### src/rtl/cfgdec_pkg.sv
// Shared encodings for the configuration option decoder.
// Assumes a two-bit space qualifier supplied by the host interface.
package cfgdec_pkg;

    typedef enum logic [1:0] {
        SP_COMMON = 2'b00,
        SP_ATTR   = 2'b01,
        SP_IO     = 2'b10,
        SP_NONE   = 2'b11
    } space_e;

    typedef enum logic [1:0] {
        MAP_MEM    = 2'd0,
        MAP_CONTIG = 2'd1,
        MAP_PRI    = 2'd2,
        MAP_SEC    = 2'd3
    } map_e;

    localparam int unsigned INDEX_W = 6;
    localparam int unsigned TF_W    = 4;

    // Turn the six-bit index field into a layout; unlisted values fall back to memory.
    function automatic map_e index_to_map(input logic [INDEX_W-1:0] ix);
        map_e m;
        case (ix)
            6'd1:    m = MAP_CONTIG;
            6'd2:    m = MAP_PRI;
            6'd3:    m = MAP_SEC;
            default: m = MAP_MEM;
        endcase
        return m;
    endfunction

endpackage

### src/rtl/cfgdec_opt_reg.sv
// Configuration option byte: holds the reset hold bit, interrupt style bit
// and layout index. Assumes single-cycle write strobes; reads are combinational.
module cfgdec_opt_reg
    import cfgdec_pkg::*;
#(
    parameter int unsigned ADDR_W   = 11,
    parameter int unsigned CFG_ADDR = 'h200
) (
    input  logic              clk,
    input  logic              rst_n,
    input  logic [1:0]        space,
    input  logic [ADDR_W-1:0] addr,
    input  logic [7:0]        wdata,
    input  logic              we,
    input  logic              re,
    output logic [7:0]        rdata,
    output logic              rd_hit,
    output logic              hold_rst,
    output logic              level_sel,
    output map_e              map_mode
);
    localparam logic [ADDR_W-1:0] REG_ADDR = ADDR_W'(CFG_ADDR);

    logic                 hold_q;
    logic                 level_q;
    logic [INDEX_W-1:0]   index_q;
    logic                 addr_match;

    // Address compare: attribute space, exact offset.
    always_comb begin
        addr_match = (space == SP_ATTR) && (addr == REG_ADDR);
    end

    // Byte update: a set hold bit forces the other fields to defaults.
    always_ff @(posedge clk) begin
        if (!rst_n) begin
            hold_q  <= 1'b0;
            level_q <= 1'b0;
            index_q <= '0;
        end else if (we && addr_match) begin
            hold_q <= wdata[7];
            if (wdata[7]) begin
                level_q <= 1'b0;
                index_q <= '0;
            end else begin
                level_q <= wdata[6];
                index_q <= wdata[INDEX_W-1:0];
            end
        end
    end

    // Read path: return the stored byte on a hit, zero otherwise.
    always_comb begin
        rd_hit = re && addr_match;
        rdata  = rd_hit ? {hold_q, level_q, index_q} : 8'h00;
    end

    // Field outputs to the rest of the block.
    always_comb begin
        hold_rst  = hold_q;
        level_sel = level_q;
        map_mode  = index_to_map(index_q);
    end

endmodule

### src/rtl/cfgdec_tf_decode.sv
// Task-file address decoder for the four layouts. Assumes byte addresses of
// ADDR_W bits; legacy windows are eight ports plus a two-port alternate pair.
module cfgdec_tf_decode
    import cfgdec_pkg::*;
#(
    parameter int unsigned ADDR_W     = 11,
    parameter int unsigned MIRROR_BIT = 10,
    parameter bit          MIRROR_EN  = 1'b1,
    parameter int unsigned PRI_BASE   = 'h1F0,
    parameter int unsigned PRI_ALT    = 'h3F6,
    parameter int unsigned SEC_BASE   = 'h170,
    parameter int unsigned SEC_ALT    = 'h376
) (
    input  logic [1:0]        space,
    input  logic [ADDR_W-1:0] addr,
    input  logic              strobe,
    input  map_e              map_mode,
    output logic              sel,
    output logic [TF_W-1:0]   idx
);
    localparam int unsigned N_LEG  = 2;
    localparam int unsigned HI_W   = ADDR_W - MIRROR_BIT;

    logic             mem_low_hit;
    logic             mem_mir_hit;
    logic [N_LEG-1:0] leg_hit;
    logic [TF_W-1:0]  leg_idx [N_LEG];

    // Low common-memory window: offsets 0x0..0xF.
    always_comb begin
        mem_low_hit = (addr[ADDR_W-1:TF_W] == '0);
    end

    // Mirror window variant chosen by parameter.
    generate
        if (MIRROR_EN) begin : g_mirror
            always_comb begin
                mem_mir_hit = (addr[ADDR_W-1:MIRROR_BIT] == HI_W'(1));
            end
        end else begin : g_nomirror
            always_comb begin
                mem_mir_hit = 1'b0;
            end
        end
    endgenerate

    // One legacy port-set matcher per I/O layout.
    generate
        for (genvar g = 0; g < N_LEG; g++) begin : g_leg
            localparam logic [ADDR_W-1:0] BASE = ADDR_W'((g == 0) ? PRI_BASE : SEC_BASE);
            localparam logic [ADDR_W-1:0] ALT  = ADDR_W'((g == 0) ? PRI_ALT  : SEC_ALT);
            logic base_hit;
            logic alt_hit;
            // Match the eight-port block and the alternate pair.
            always_comb begin
                base_hit   = (addr[ADDR_W-1:3] == BASE[ADDR_W-1:3]);
                alt_hit    = (addr[ADDR_W-1:1] == ALT[ADDR_W-1:1]);
                leg_hit[g] = base_hit || alt_hit;
                if (base_hit)      leg_idx[g] = {1'b0, addr[2:0]};
                else if (alt_hit)  leg_idx[g] = {3'b111, addr[0]};
                else               leg_idx[g] = '0;
            end
        end
    endgenerate

    // Layout select: combine the window hits for the active mode.
    always_comb begin
        sel = 1'b0;
        idx = '0;
        if (strobe) begin
            unique case (map_mode)
                MAP_MEM: begin
                    if (space == SP_COMMON && (mem_low_hit || mem_mir_hit)) begin
                        sel = 1'b1;
                        idx = addr[TF_W-1:0];
                    end
                end
                MAP_CONTIG: begin
                    if (space == SP_IO) begin
                        sel = 1'b1;
                        idx = addr[TF_W-1:0];
                    end
                end
                MAP_PRI: begin
                    if (space == SP_IO && leg_hit[0]) begin
                        sel = 1'b1;
                        idx = leg_idx[0];
                    end
                end
                MAP_SEC: begin
                    if (space == SP_IO && leg_hit[1]) begin
                        sel = 1'b1;
                        idx = leg_idx[1];
                    end
                end
                default: begin
                    sel = 1'b0;
                    idx = '0;
                end
            endcase
        end
    end

endmodule

### src/rtl/cfgdec_irq_shape.sv
// Interrupt shaper: registered copy of the request in level mode, a one-clock
// pulse per rising request edge in pulse mode; silenced while the core is held.
module cfgdec_irq_shape (
    input  logic clk,
    input  logic rst_n,
    input  logic hold,
    input  logic level,
    input  logic req,
    output logic irq
);
    logic req_q;

    // Request history for edge detection.
    always_ff @(posedge clk) begin
        if (!rst_n) req_q <= 1'b0;
        else        req_q <= req;
    end

    // Output register: level copy or edge pulse, zero under hold.
    always_ff @(posedge clk) begin
        if (!rst_n)     irq <= 1'b0;
        else if (hold)  irq <= 1'b0;
        else if (level) irq <= req;
        else            irq <= req && !req_q;
    end

endmodule

### src/rtl/cfg_option_decoder.sv
// Top level: configuration option byte, task-file decoder and interrupt shaper.
// Assumes one host access at a time with the space qualifier valid alongside the strobes.
module cfg_option_decoder
    import cfgdec_pkg::*;
#(
    parameter int unsigned ADDR_W     = 11,
    parameter int unsigned CFG_ADDR   = 'h200,
    parameter int unsigned MIRROR_BIT = 10,
    parameter bit          MIRROR_EN  = 1'b1
) (
    input  logic              clk,
    input  logic              rst_n,
    input  logic [1:0]        host_space,
    input  logic [ADDR_W-1:0] host_addr,
    input  logic [7:0]        host_wdata,
    input  logic              host_we,
    input  logic              host_re,
    output logic [7:0]        host_rdata,
    output logic              host_rd_hit,
    input  logic              irq_req,
    output logic              soft_rst,
    output logic              level_mode,
    output logic              irq_out,
    output logic              tf_sel,
    output logic [3:0]        tf_idx
);
    map_e map_mode;
    logic strobe;

    // Any host access strobe.
    always_comb begin
        strobe = host_we || host_re;
    end

    cfgdec_opt_reg #(
        .ADDR_W   (ADDR_W),
        .CFG_ADDR (CFG_ADDR)
    ) u_reg (
        .clk       (clk),
        .rst_n     (rst_n),
        .space     (host_space),
        .addr      (host_addr),
        .wdata     (host_wdata),
        .we        (host_we),
        .re        (host_re),
        .rdata     (host_rdata),
        .rd_hit    (host_rd_hit),
        .hold_rst  (soft_rst),
        .level_sel (level_mode),
        .map_mode  (map_mode)
    );

    cfgdec_tf_decode #(
        .ADDR_W     (ADDR_W),
        .MIRROR_BIT (MIRROR_BIT),
        .MIRROR_EN  (MIRROR_EN)
    ) u_dec (
        .space    (host_space),
        .addr     (host_addr),
        .strobe   (strobe),
        .map_mode (map_mode),
        .sel      (tf_sel),
        .idx      (tf_idx)
    );

    cfgdec_irq_shape u_irq (
        .clk   (clk),
        .rst_n (rst_n),
        .hold  (soft_rst),
        .level (level_mode),
        .req   (irq_req),
        .irq   (irq_out)
    );

endmodule

### config.mk
export PLATFORM = sky130hd
export DESIGN_NAME = cfg_option_decoder
export DESIGN_NICKNAME = d
export VERILOG_FILES = /design/src/rtl/cfgdec_pkg.sv /design/src/rtl/cfgdec_opt_reg.sv /design/src/rtl/cfgdec_tf_decode.sv /design/src/rtl/cfgdec_irq_shape.sv /design/src/rtl/cfg_option_decoder.sv
export SDC_FILE = /design/constraint.sdc
export NUM_CORES = 1
export LEC_CHECK = 0
export ABC_AREA = 1
export BUFFER_PORTS_ARGS = -buffer_cell sky130_fd_sc_hd__buf_2
export CORE_MARGIN = 2
export CORE_UTILIZATION = 39
export CTS_CLUSTER_DIAMETER = 50
export DETAILED_ROUTE_END_ITERATION = 10
export GPL_TIMING_DRIVEN = 0
export PLACE_DENSITY = 0.74
export REMOVE_ABC_BUFFERS = 1
export SLEW_MARGIN = 5
export SYNTH_ARGS = -nofsm -noshare
export SYNTH_HDL_FRONTEND = slang
export SYNTH_SLANG_ARGS = --single-unit
### constraint.sdc
create_clock -name clk -period 1.05 [get_ports clk]
set_input_delay 0.105 -clock clk [delete_from_list [all_inputs] [get_ports clk]]
set_output_delay 0.105 -clock clk [all_outputs]
set_load 0.02 [all_outputs]
=== Word level (Yosys, flattened, before mapping) ===
Cells that the tools add are included.

* Flip-flop bits (word level): 10
* Output and inout port bits: 17
* Logic and storage cells: 56

* Equality and inequality tests: 13
* Mux-type cells: 21
* Bitwise logic cells: 1
* Reduce and logical (&&, ||, !) cells: 16

{| class="wikitable"
|+ Operators by type and width
! cell !! count
|-
| 2-to-1 mux 4 bit || 9
|-
| equality test 10 x 9 -> 1 bit, second input constant || 2
|-
| equality test 8 x 6 -> 1 bit, second input constant || 2
|-
| case mux 4 bit (4 select lines) || 1
|-
| equality test 6 x 2 -> 1 bit, second input constant || 2
|-
| equality test 11 x 10 -> 1 bit, second input constant || 1
|-
| 2-to-1 mux 8 bit || 1
|-
| logical AND 1 bit || 7
|-
| zero test 7 bit || 1
|-
| 2-to-1 mux 1 bit || 7
|-
| equality test 2 bit, second input constant || 3
|-
| equality test 6 x 1 -> 1 bit, second input constant || 1
|-
| 2-to-1 mux 6 bit || 1
|-
| case mux 2 bit (3 select lines) || 1
|-
| equality test 2 x 1 -> 1 bit, second input constant || 2
|-
| zero test 2 bit || 2
|-
| logical OR 1 bit || 4
|-
| case mux 1 bit (4 select lines) || 1
|-
| OR reduction 2 bit || 1
|-
| zero test 1 bit || 1
|-
| NOT 1 bit || 1
|}

=== Logic depth before layout (Yosys ltp) ===
Gate-level depths: netlist (run 1).

* Depth after elaboration: 6
* Depth in mapped cells: 9

=== Cells and area by module ===
From an unflattened synthesis (run 1), not the netlist that was laid out.

* Cell total of the unflattened synthesis: 167
* Area total of the unflattened synthesis: 943.4 sq um

{| class="wikitable"
|+ Modules (own cells, without submodules)
! module !! instances !! cells an instance !! area an instance (sq um)
|-
| cfgdec_opt_reg || 1 || 93 || 543.0
|-
| cfgdec_tf_decode || 1 || 62 || 320.3
|-
| cfgdec_irq_shape || 1 || 9 || 68.8
|-
| cfg_option_decoder || 1 || 3 || 11.3
|}

=== Worst setup path before layout (run 1) ===
Ideal clock, no wire load.

* Path type: reg-to-output
* Start point: register u_reg.index_q[4]
* End point: output port tf_idx[0]
* Data arrival time: 1,217 ps
* Required time: 945 ps
* Slack: -272 ps
* Stages on the path, launching flop included: 10
* Path buffers: 0
* Path through: dfxtp_1 -> nor2_2 -> nand3_1 -> nand2_1 -> inv_1 -> nand2_1 -> nand2_1 -> inv_1 -> nand2_1 -> nor2_1

* Cells in the longest elaborated chain, start to end: 5

{| class="wikitable"
|+ Ends and longest elaborated chain
! what !! line !! text
|-
| from (decl) || cfgdec_opt_reg.sv:26 || <nowiki>logic [INDEX_W-1:0] index_q;</nowiki>
|-
| from (signal assigned) || cfgdec_opt_reg.sv:47 || <nowiki>index_q <= wdata[INDEX_W-1:0];</nowiki>
|-
| equality test 6 x 2 -> 1 bit / equality test 6 x 1 -> 1 bit (equally long branches) || cfgdec_pkg.sv:25 || <nowiki>case (ix)</nowiki>
|-
| case mux 2 bit (3 select lines) (*) || cfgdec_pkg.sv:25 ||
|-
| equality test 2 bit, or another cell as far along || cfgdec_tf_decode.sv:71 || <nowiki>unique case (map_mode)</nowiki>
|-
| case mux 4 bit (4 select lines) (*) || cfgdec_tf_decode.sv:71 ||
|-
| 2-to-1 mux 4 bit (*) || cfgdec_tf_decode.sv:70 || <nowiki>if (strobe) begin</nowiki>
|-
| to (decl) || cfg_option_decoder.sv:25 || <nowiki>output logic [3:0] tf_idx</nowiki>
|}

Mark *: on every way between the ends. The rest lies on a longest branch, timed or not.

=== Worst setup path after layout (run 1) ===
Ends and elaborated chain as after synthesis.

==> flow_metrics.py, run 1 <==
metrics = {
    "yosys": {
        "synthAdderAreaFrac": 0,
        "synth_area_um2": 812,
        "synth_top_family_by_area": "simple AND/OR/NAND/NOR gates",
        "syn_avg_cell_area_um2": 5.49,
        "synth_edf_count": 0,
        "synth_xor_area_frac": 0,
        "synth-compound-area-share": 0.0740,
        "synthTopCellsByArea": "dfxtp_1 (25%), nor2_1 (18%), inv_1 (14%), nand2_1 (13%), nand3_1 (6.8%)",
        "yosysMostFrequentCell": "nor2_1",
        "syn-instance-count": 148,
        "synthSimpleGateAreaFrac": 0.504,
        "ys_types": 19,
        "synthMuxAreaShare": 0,
        "yosys-top-cells-count": "nor2_1 (40), inv_1 (31), nand2_1 (28)",
        "ys.flop_type": "dfxtp_1",
        "synthArstFlopShare": 0,
        "ys_ff_latch": 10,
        "synth_top_area_cell": "dfxtp_1",
        "yosys_warnings": 0,
        "ys_seq_area_frac": 0.247,
        "synth_top_area_share": 0.247,
    },
    "cts": {
        "clk_latency_ns": 0.26,
        "clkTransAtPathRegs_ns": 0.06,
        "htreeDepth": 1,
        "cts_tree": "yes",
        "numClockSinks": 10,
        "cts_buffers": 3,
        "hold_buffers": 0,
        "cts_root_buf": "clkbuf_4",
        "clockBufferDepth": 2,
    },
    "global_route": {
        "antenna_found_initial": 0,
        "grt_use_total": 0.195,
        "grt_pass1_vias": 965,
        "grt_max_degree": 15,
        "grt_overflow": 0,
        "grt_pass1_wl_um": 3790,
    },
    "route": {
        "vias": 1129,
        "drt_pass1_iterations": 4,
        "vias_per_cell": 5.00,
        "drc": 0,
        "ant_nets": 0,
        "wl_per_cell_um": 12.4,
        "wirelength_um": 2810,
        "drtIter0Drc": 11,
    },
    "pwr": {
        "p_leak_nw": 0.721,
        "p_per_area_nw_per_um2": 594,
        "ir_drop_v": 0.000781,
        "total_power_mw": 0.882,
    },
    "setup_path": {
        "endpoint_kind": "output port",
        "cp_max_fo": 4,
        "worstPathArrival_ns": 1.55,
        "rr_endpoint": "u_reg.level_sel",
        "ff2ff_path_depth": 4,
        "cp.required_ns": 0.94,
        "ff2ff_setup_slack_ns": 0.30,
        "r2r_start": "u_reg.level_sel",
        "start_kind": "register",
        "path_class": "reg -> out",
    },
    "die": {
        "pin_count": 43,
        "start_util": 0.414,
        "fp.dieW_um": 49.6,
        "floorplan.die_area_um2": 2460,
        "rows": 16,
        "die_h_um": 49.6,
        "coreArea_um2": 1960,
    },
    "cells_and_area": {
        "stdcell_count": 226,
        "layout.nets": 227,
        "drive_gt1_frac": 0.523,
        "area_growth_pct": 82.9,
        "antennaDiodeCount": 0,
        "fin_area_um2": 1490,
    },
    "timing": {
        "fin_skew_ns": 0.000147,
        "fmax_mhz": 604,
        "finalCriticalPeriod_ns": 1.66,
        "finalMaxSlewViolations": 0,
        "fin_crit_sh": 1.58,
        "worst_pin_slew_ns": 0.282,
        "timing.final.hold_violations": 0,
        "rsz0062_at_grt": "true",
        "finalWorstSetupSlack_ns": -0.605,
        "setup_viol": 20,
        "slew_headroom": 0.811,
        "fin_tns_setup_ns": -3.98,
    },
    "placed_design": {
        "post_dp_cell_area_um2": 1040,
        "dp_slack_ns": -0.367,
        "io_buffer_count": 42,
        "dp_cells": 215,
        "dp_hpwl_um": 1600,
        "routabilityCongestion": 0.819,
    },
    "min_path": {
        "holdPathStages": 3,
        "hold_start": "irq_req",
        "holdPathEnd": "u_irq.req_q",
        "hold_path.class": "in -> reg",
    },
    "outcome": {
        "violations": "setup timing",
        "outcome": "finished with violations",
    },
    "flow_run": {
        "max_cap_viol_count": 0,
    },
}
-- timing repair --
action,4_1_cts,5_1_grt
gates resized for setup,48,58
cloned,1,1
buffers inserted,3,4
pin swaps,12,17
setup endpoints to repair,14,21
-- layout make-up --
cell class | instances | area (µm²)
fill | 170 | 477
clock buffer | 3 | 22.5
timing repair buffer | 48 | 404
inverter | 34 | 138
multi-input combinational | 104 | 683
sequential | 10 | 204
tap | 27 | 33.8
-- per-layer routing --
metal  track usage  up-vias  part of all wire
li1              -      552                 -
met1         0.212      513              0.36
met2         0.378       57              0.56
met3        0.0121        7             0.067
met4        0.0880        0             0.017
met5             0        -                 0
-- worst max-delay path: stages (launching register included) --
cell     delay, ns
dfxtp_2       0.33
nor2_4        0.16
nand3_2       0.12
nand2_2       0.09
inv_1         0.04
nand2_1       0.06
nand2_1       0.07
inv_1         0.10
nand2_4       0.08
nor2_2        0.09
buf_4         0.14
-- power by group --
part           internal [mW]  switching, mW  total (mW)  leakage, nW
sequential             0.383       0.000866       0.384       0.0826
combinational          0.112          0.132       0.244        0.625
clock                  0.132          0.122       0.254       0.0138
total                  0.627          0.255       0.882        0.721
-- cells by family (layout without fill, tap and decap cells) --
group / Yosys count / count (layout)
compound gates: 11 / 11
buf+inv: 36 / 85
flops: 10 / 10
simple gates: 91 / 93
-- cells in the final DEF, fill, tap and decap left out, types with 2 or more instances in the layout --
cell type	Yosys	routed
nand3_4	0	6
buf_6	1	17
nand4_1	2	2
inv_2	3	5
nand2_1	28	23
nand3_2	2	5
buf_2	0	20
dfxtp_1	10	7
inv_4	0	2
buf_4	0	7
inv_1	31	26
o21ai_2	0	3
buf_8	0	4
clkbuf_4	0	3
nor2_2	4	11
dfxtp_2	0	3
nand2_2	1	5
nand3_1	11	4
nor2_1	40	24
o21ai_1	7	5
nor2_4	1	10
-- worst max path at each step --
stage	start	end	slack (ns)	cells after the start
5_1_grt	u_reg.index_q[4]	tf_idx[0]	-0.80	10
4_1_cts	u_reg.index_q[3]	tf_idx[1]	-0.57	8
6_report	u_reg.index_q[4]	tf_idx[0]	-0.61	10
3_5_place_dp	u_reg.index_q[2]	tf_idx[1]	-0.37	10
3_3_place_gp	u_reg.index_q[4]	tf_idx[2]	-0.33	10
2_1_floorplan	u_reg.index_q[4]	tf_idx[0]	-0.27	9
-- through the flow --
stage                     hold WS [ns]  utilization
final                           0.0475        0.757
after global routing            0.0662        0.757
after CTS                       0.0483        0.647
after detailed placement         0.321        0.531
after global placement           0.315        0.531
after floorplan                  0.216            -
-- registers in the layout (all words and copies together) (netlist names) --
name	flops
u_irq.irq	1
u_irq.req_q	1
u_reg.hold_rst	1
u_reg.index_q	6
u_reg.level_sel	1
No activity file was read; power rests on OpenSTA's default activity.
==> run 2: changes to the inputs <==
==> constraint.sdc (replaced) <==
create_clock -name clk -period 1.05 [get_ports clk]
set_input_delay 0.21 -clock clk [delete_from_list [all_inputs] [get_ports clk]]
set_output_delay 0.21 -clock clk [all_outputs]
set_load 0.02 [all_outputs]
==> run 2 against run 1 <==
  * The flow still finishes with violations (setup timing)
  * Clock skew is essentially flat
  * Register-to-register slack about the same
  * Hold slack improved by 0.10 ns
  * Global-route usage grew 1.0 points
  * Count of clock-buffer cells in the layout stayed put
  * Die area did not move
  * Critical path depth decreased by 2
  * Fmax down 5.8%
  * Worst setup slack worse by 0.10 ns
  * Via count is 2.4% lower
  * Cell count stayed put
  * Critical path type unchanged
  * Critical endpoint is now tf_idx[1]
  * Largest cell class unchanged
==> flow_metrics.py, run 2 (synthesis results as in run 1) <==
metrics = {
    "cells_and_area": {
        "drive_gt1_frac": 0.513,
        "fin_area_um2": 1470,
        "antennaDiodeCount": 0,
        "final_common_cell": "inv_1",
        "regMostFlops": "u_reg.index_q",
        "largest_register_ffs": 6,
        "final_cell_mix": "inv_1 (26), nor2_1 (25), nand2_1 (25)",
        "area_growth_pct": 80.7,
        "layout.nets": 227,
    },
    "route": {
        "drt_pass1_iterations": 5,
        "drtIter0Drc": 23,
        "vias": 1102,
        "vias_per_cell": 4.88,
        "wirelength_um": 2910,
        "wl_per_cell_um": 12.9,
        "ant_nets": 0,
        "drc": 0,
    },
    "setup_path": {
        "cp_max_fo": 4,
        "start_kind": "register",
        "max_stage_delay_ns": 0.33,
        "critPathMostFrequentCell": "nor2_1",
        "endpoint_kind": "output port",
        "path_cells": "nor2_4, nand4_1, nor2_1, nand2_1, nand3_2, nand2_4, nor2_1, buf_4",
        "path_class": "reg -> out",
        "worstPathArrival_ns": 1.55,
        "cp.required_ns": 0.84,
        "worst_path_max_delay_cell": "dfxtp_2",
    },
    "pwr": {
        "p_per_area_nw_per_um2": 600,
        "ir_drop_v": 0.000814,
        "p_leak_nw": 0.719,
    },
    "cts": {
        "clkTransAtPathRegs_ns": 0.06,
        "clockBufferDepth": 2,
        "cts_root_buf": "clkbuf_4",
        "clk_latency_ns": 0.26,
        "cts_tree": "yes",
        "cts_buffers": 3,
        "numClockSinks": 10,
        "htreeDepth": 1,
    },
    "die": {
        "die_h_um": 49.6,
        "start_util": 0.414,
        "pin_count": 43,
        "coreArea_um2": 1960,
        "fp.dieW_um": 49.6,
        "floorplan.die_area_um2": 2460,
        "rows": 16,
    },
    "global_route": {
        "grt_overflow": 0,
        "grt_pass1_vias": 982,
        "grt_max_degree": 9,
        "grt_pass1_wl_um": 3940,
        "antenna_found_initial": 0,
        "grt_use_total": 0.205,
    },
    "timing": {
        "timing.final.hold_violations": 0,
        "whs_ns": 0.152,
        "setup_viol": 21,
        "worst_pin_slew_ns": 0.277,
        "finalMaxSlewViolations": 0,
        "fin_skew_ns": 0.000148,
        "finalCriticalPeriod_ns": 1.76,
        "slew_headroom": 0.815,
        "fmax_mhz": 569,
        "finalWorstSetupSlack_ns": -0.708,
        "fin_crit_sh": 1.67,
        "rsz0062_at_grt": "true",
    },
    "placed_design": {
        "post_dp_cell_area_um2": 1040,
        "routabilityCongestion": 0.819,
        "io_buffer_count": 42,
        "dp_hpwl_um": 1600,
    },
    "flow_run": {
        "max_cap_viol_count": 0,
    },
    "outcome": {
        "outcome": "finished with violations",
        "violations": "setup timing",
    },
    "min_path": {
        "hold_path.class": "in -> reg",
    },
}
## run 2: path summary, 6_finish.rpt
kind	cells after the start	endpoint	startpoint	slack (ns)
worst max-delay path	8	tf_idx[1]	u_reg.index_q[4]	-0.71
worst min-delay path	3	u_irq.req_q	irq_req	0.15
worst max register to register	3	u_reg.hold_rst	u_reg.hold_rst	0.30
worst min register to register	1	u_irq.irq	u_irq.req_q	0.41
## run 2: layout make-up
| type | instances | area [µm²] |
|---|---|---|
| clock buffer | 3 | 22.5 |
| inverter | 34 | 133 |
| tap | 27 | 33.8 |
| timing repair buffer | 48 | 395 |
| sequential | 10 | 204 |
| fill | 174 | 494 |
| multi-input combinational | 104 | 679 |
## run 2: metal layers
metal  vias up  global-route usage  routed length, µm
met4         0               0.106                 51
li1        549                   -                  -
met2        45               0.389               1610
met5         -                   0                  0
met1       501               0.225               1110
met3         7              0.0121                143
## run 2: where the power goes
part | switching [mW] | internal (mW)
Combinational | 0.131 | 0.107
Clock | 0.126 | 0.132
Sequential | 0.000867 | 0.383
## run 2: through the flow
step	TNS, ns	std cells	setup WS, ns	util	power, mW
2_1_floorplan	-3.58	146	-0.377	-	0.467
3_3_place_gp	-8.42	215	-0.518	0.531	0.544
3_5_place_dp	-8.98	215	-0.549	0.531	0.548
4_1_cts	-6.26	223	-0.670	0.654	0.836
5_1_grt	-9.22	226	-0.871	0.748	0.932
6_report	-7.90	226	-0.708	0.748	0.881
## run 2: repair_timing
| item | in CTS | in global routing |
|---|---|---|
| pin swaps | 13 | 22 |
| endpoints found under the setup margin | 15 | 22 |
| setup buffers | 3 | 4 |
| resized for setup | 49 | 51 |
| hold buffers | 0 | 0 |
| gates cloned | 2 | 0 |
## run 2: critical path, delay by kind of cell (launching register included)
family	cells	cell delay, ns
buffers and inverters	1	0.15
DFF	1	0.33
and+or+nand+nor	7	0.82
==> run 3: changes to the inputs <==
--- a/config.mk
+++ b/config.mk
@@ -8,11 +8,11 @@
 export ABC_AREA = 1
 export BUFFER_PORTS_ARGS = -buffer_cell sky130_fd_sc_hd__buf_2
 export CORE_MARGIN = 2
-export CORE_UTILIZATION = 39
+export CORE_UTILIZATION = 44
 export CTS_CLUSTER_DIAMETER = 50
 export DETAILED_ROUTE_END_ITERATION = 10
 export GPL_TIMING_DRIVEN = 0
-export PLACE_DENSITY = 0.74
+export PLACE_DENSITY = 0.79
 export REMOVE_ABC_BUFFERS = 1
 export SLEW_MARGIN = 5
 export SYNTH_ARGS = -nofsm -noshare
==> constraint.sdc (replaced) <==
create_clock -name clk -period 1.8 [get_ports clk]
set_input_delay 0.36 -clock clk [delete_from_list [all_inputs] [get_ports clk]]
set_output_delay 0.36 -clock clk [all_outputs]
set_load 0.02 [all_outputs]
==> run 3 against run 2 <==
  * The run still ends with setup timing left
  * Worst setup slack better by 0.58 ns
  * Die area is 10% lower
  * Combinational power is 58% lower
  * Design area is 18% lower
  * Sequential cell count stayed put
  * Critical path type unchanged
==> flow_metrics.py, run 3 (synthesis results as in run 1) <==
metrics = {
    "timing": {
        "finalMaxSlewViolations": 0,
        "fin_skew_ns": 0.0000812,
        "fin_tns_setup_ns": -0.543,
        "finalWorstSetupSlack_ns": -0.125,
        "fmax_mhz": 519,
        "fin_crit_sh": 1.07,
        "setup_viol": 5,
        "slew_headroom": 0.819,
        "worst_pin_slew_ns": 0.272,
        "timing.final.hold_violations": 0,
        "finalCriticalPeriod_ns": 1.93,
        "rsz0062_at_grt": "true",
    },
    "setup_path": {
        "path_cells": "nor2_4, nand4_1, nor2_2, nand2_1, nand3_2, nand2_4, nor2_2, buf_6",
        "start_kind": "register",
        "max_stage_delay_ns": 0.34,
        "path_class": "reg -> out",
        "worst-path-buf-inv": 1,
        "endpoint_kind": "output port",
        "cp_max_fo": 4,
        "cp.required_ns": 1.44,
        "worstPathArrival_ns": 1.57,
        "critPathMostFrequentCell": "nor2_2",
        "path_delay_family": "simple AND/OR/NAND/NOR gates",
        "worst_path_max_delay_cell": "dfxtp_2",
    },
    "cells_and_area": {
        "largest_register_ffs": 6,
        "layout.nets": 221,
        "area_growth_pct": 48.5,
        "final.fill_count": 163,
        "drive_gt1_frac": 0.397,
        "final_common_cell": "buf_2",
        "fin_area_um2": 1210,
        "antennaDiodeCount": 0,
        "final_cell_mix": "buf_2 (37), nor2_1 (34), inv_1 (31)",
        "regMostFlops": "u_reg.index_q",
    },
    "route": {
        "ant_nets": 0,
        "drc": 0,
        "vias": 1043,
        "wirelength_um": 2250,
        "wl_per_cell_um": 10.3,
        "vias_per_cell": 4.76,
        "drt_pass1_iterations": 4,
        "drtIter0Drc": 25,
    },
    "cts": {
        "clk_latency_ns": 0.26,
        "cts_tree": "yes",
        "htreeDepth": 1,
        "hold_buffers": 0,
        "cts_root_buf": "clkbuf_4",
        "cts_buffers": 3,
        "numClockSinks": 10,
        "clkTransAtPathRegs_ns": 0.06,
        "clockBufferDepth": 2,
    },
    "pwr": {
        "internal_power_mw": 0.387,
        "p_seq_frac": 0.428,
        "p_per_area_nw_per_um2": 434,
        "p_leak_nw": 0.683,
        "power_switching_mw": 0.137,
        "comb_power_share": 0.192,
        "switching_share": 0.261,
        "clock_power_share": 0.379,
        "ir_drop_v": 0.000419,
    },
    "global_route": {
        "grt_pass1_wl_um": 3250,
        "antenna_found_initial": 0,
        "grt_pass1_vias": 856,
        "grt_max_degree": 15,
        "grt_use_total": 0.204,
        "grt_overflow": 0,
    },
    "die": {
        "fp.dieW_um": 47.0,
        "coreArea_um2": 1730,
        "pin_count": 43,
        "start_util": 0.470,
        "floorplan.die_area_um2": 2210,
        "die_h_um": 47.0,
        "rows": 15,
    },
    "placed_design": {
        "routabilityCongestion": 0.858,
        "post_dp_cell_area_um2": 1040,
        "dp_hpwl_um": 1630,
        "io_buffer_count": 42,
    },
    "outcome": {
        "outcome": "finished with violations",
        "violations": "setup timing",
    },
    "flow_run": {
        "max_cap_viol_count": 0,
    },
    "min_path": {
        "hold_path.class": "in -> reg",
    },
}
[run 3: cell count changes in the layout (fill, tap and decap cells not counted), moves of 2 or more]
cell / before / now
buf_2: 19 / 37
buf_4: 8 / 3
o21ai_1: 4 / 8
buf_6: 20 / 4
inv_2: 6 / 3
nor2_4: 10 / 4
inv_1: 26 / 31
nor2_2: 10 / 7
nor2_1: 25 / 34
inv_4: 2 / 0
o21ai_2: 4 / 0
nand3_4: 6 / 2
[run 3: layout make-up]
| class | instances | area, µm² | share of cell area |
|---|---|---|---|
| clock buffer | 4 | 36.3 | 0.0301 |
| inverter | 34 | 128 | 0.106 |
| multi-input combinational | 102 | 554 | 0.460 |
| sequential | 10 | 204 | 0.169 |
| tap | 25 | 31.3 | 0.0259 |
| timing repair buffer | 44 | 253 | 0.210 |
[run 3: power groups by stage]
stage          Clock [mW]  Sequential, mW  Combinational, mW
6_report            0.199           0.224              0.101
5_1_grt             0.207           0.224              0.111
4_1_cts             0.201           0.224             0.0962
3_5_place_dp            0           0.229             0.0912
3_3_place_gp            0           0.229             0.0882
2_1_floorplan           0           0.231             0.0418
[run 3: routing by layer]
metal	track usage	routed length (µm)	part of all wire
met4	0.111	24	0.011
met5	0	0	0
met1	0.243	893	0.40
met3	0.0115	139	0.062
met2	0.364	1200	0.53
[run 3: through the flow]
| stage | std cells | total power, mW | utilization | hold WS (ns) | setup slack (ns) |
|---|---|---|---|---|---|
| 2_1_floorplan | 146 | 0.273 | - | 0.391 | 0.173 |
| 3_3_place_gp | 213 | 0.317 | 0.601 | 0.400 | -0.0802 |
| 3_5_place_dp | 213 | 0.321 | 0.601 | 0.414 | -0.119 |
| 4_1_cts | 218 | 0.521 | 0.665 | 0.308 | -0.0852 |
| 5_1_grt | 219 | 0.543 | 0.699 | 0.332 | -0.238 |
| 6_report | 219 | 0.524 | 0.699 | 0.313 | -0.125 |
[run 3: worst reg2reg max path, stage by stage, from the launching register on]
cell and delay (ns):
dfxtp_1 0.38, inv_1 0.08, nand2_1 0.06, o21ai_1 0.07
nor2_1 0.09
[run 3: timing repair]
item	in CTS	in global routing
resized for setup	20	13
setup endpoints to repair	13	13
setup buffers	1	1
cloned	0	0
pin swaps	9	8
endpoints found under the hold margin	0	0
[run 3: final timing paths]
path                                       start          endpoint  slack [ns]  cells past startpoint
worst max-delay path            u_reg.index_q[2]         tf_idx[2]       -0.13                      8
worst min-delay path                     irq_req       u_irq.req_q        0.31                      3
worst max register to register  u_reg.index_q[4]  u_reg.index_q[4]        1.06                      4
worst min register to register       u_irq.req_q         u_irq.irq        0.43                      1
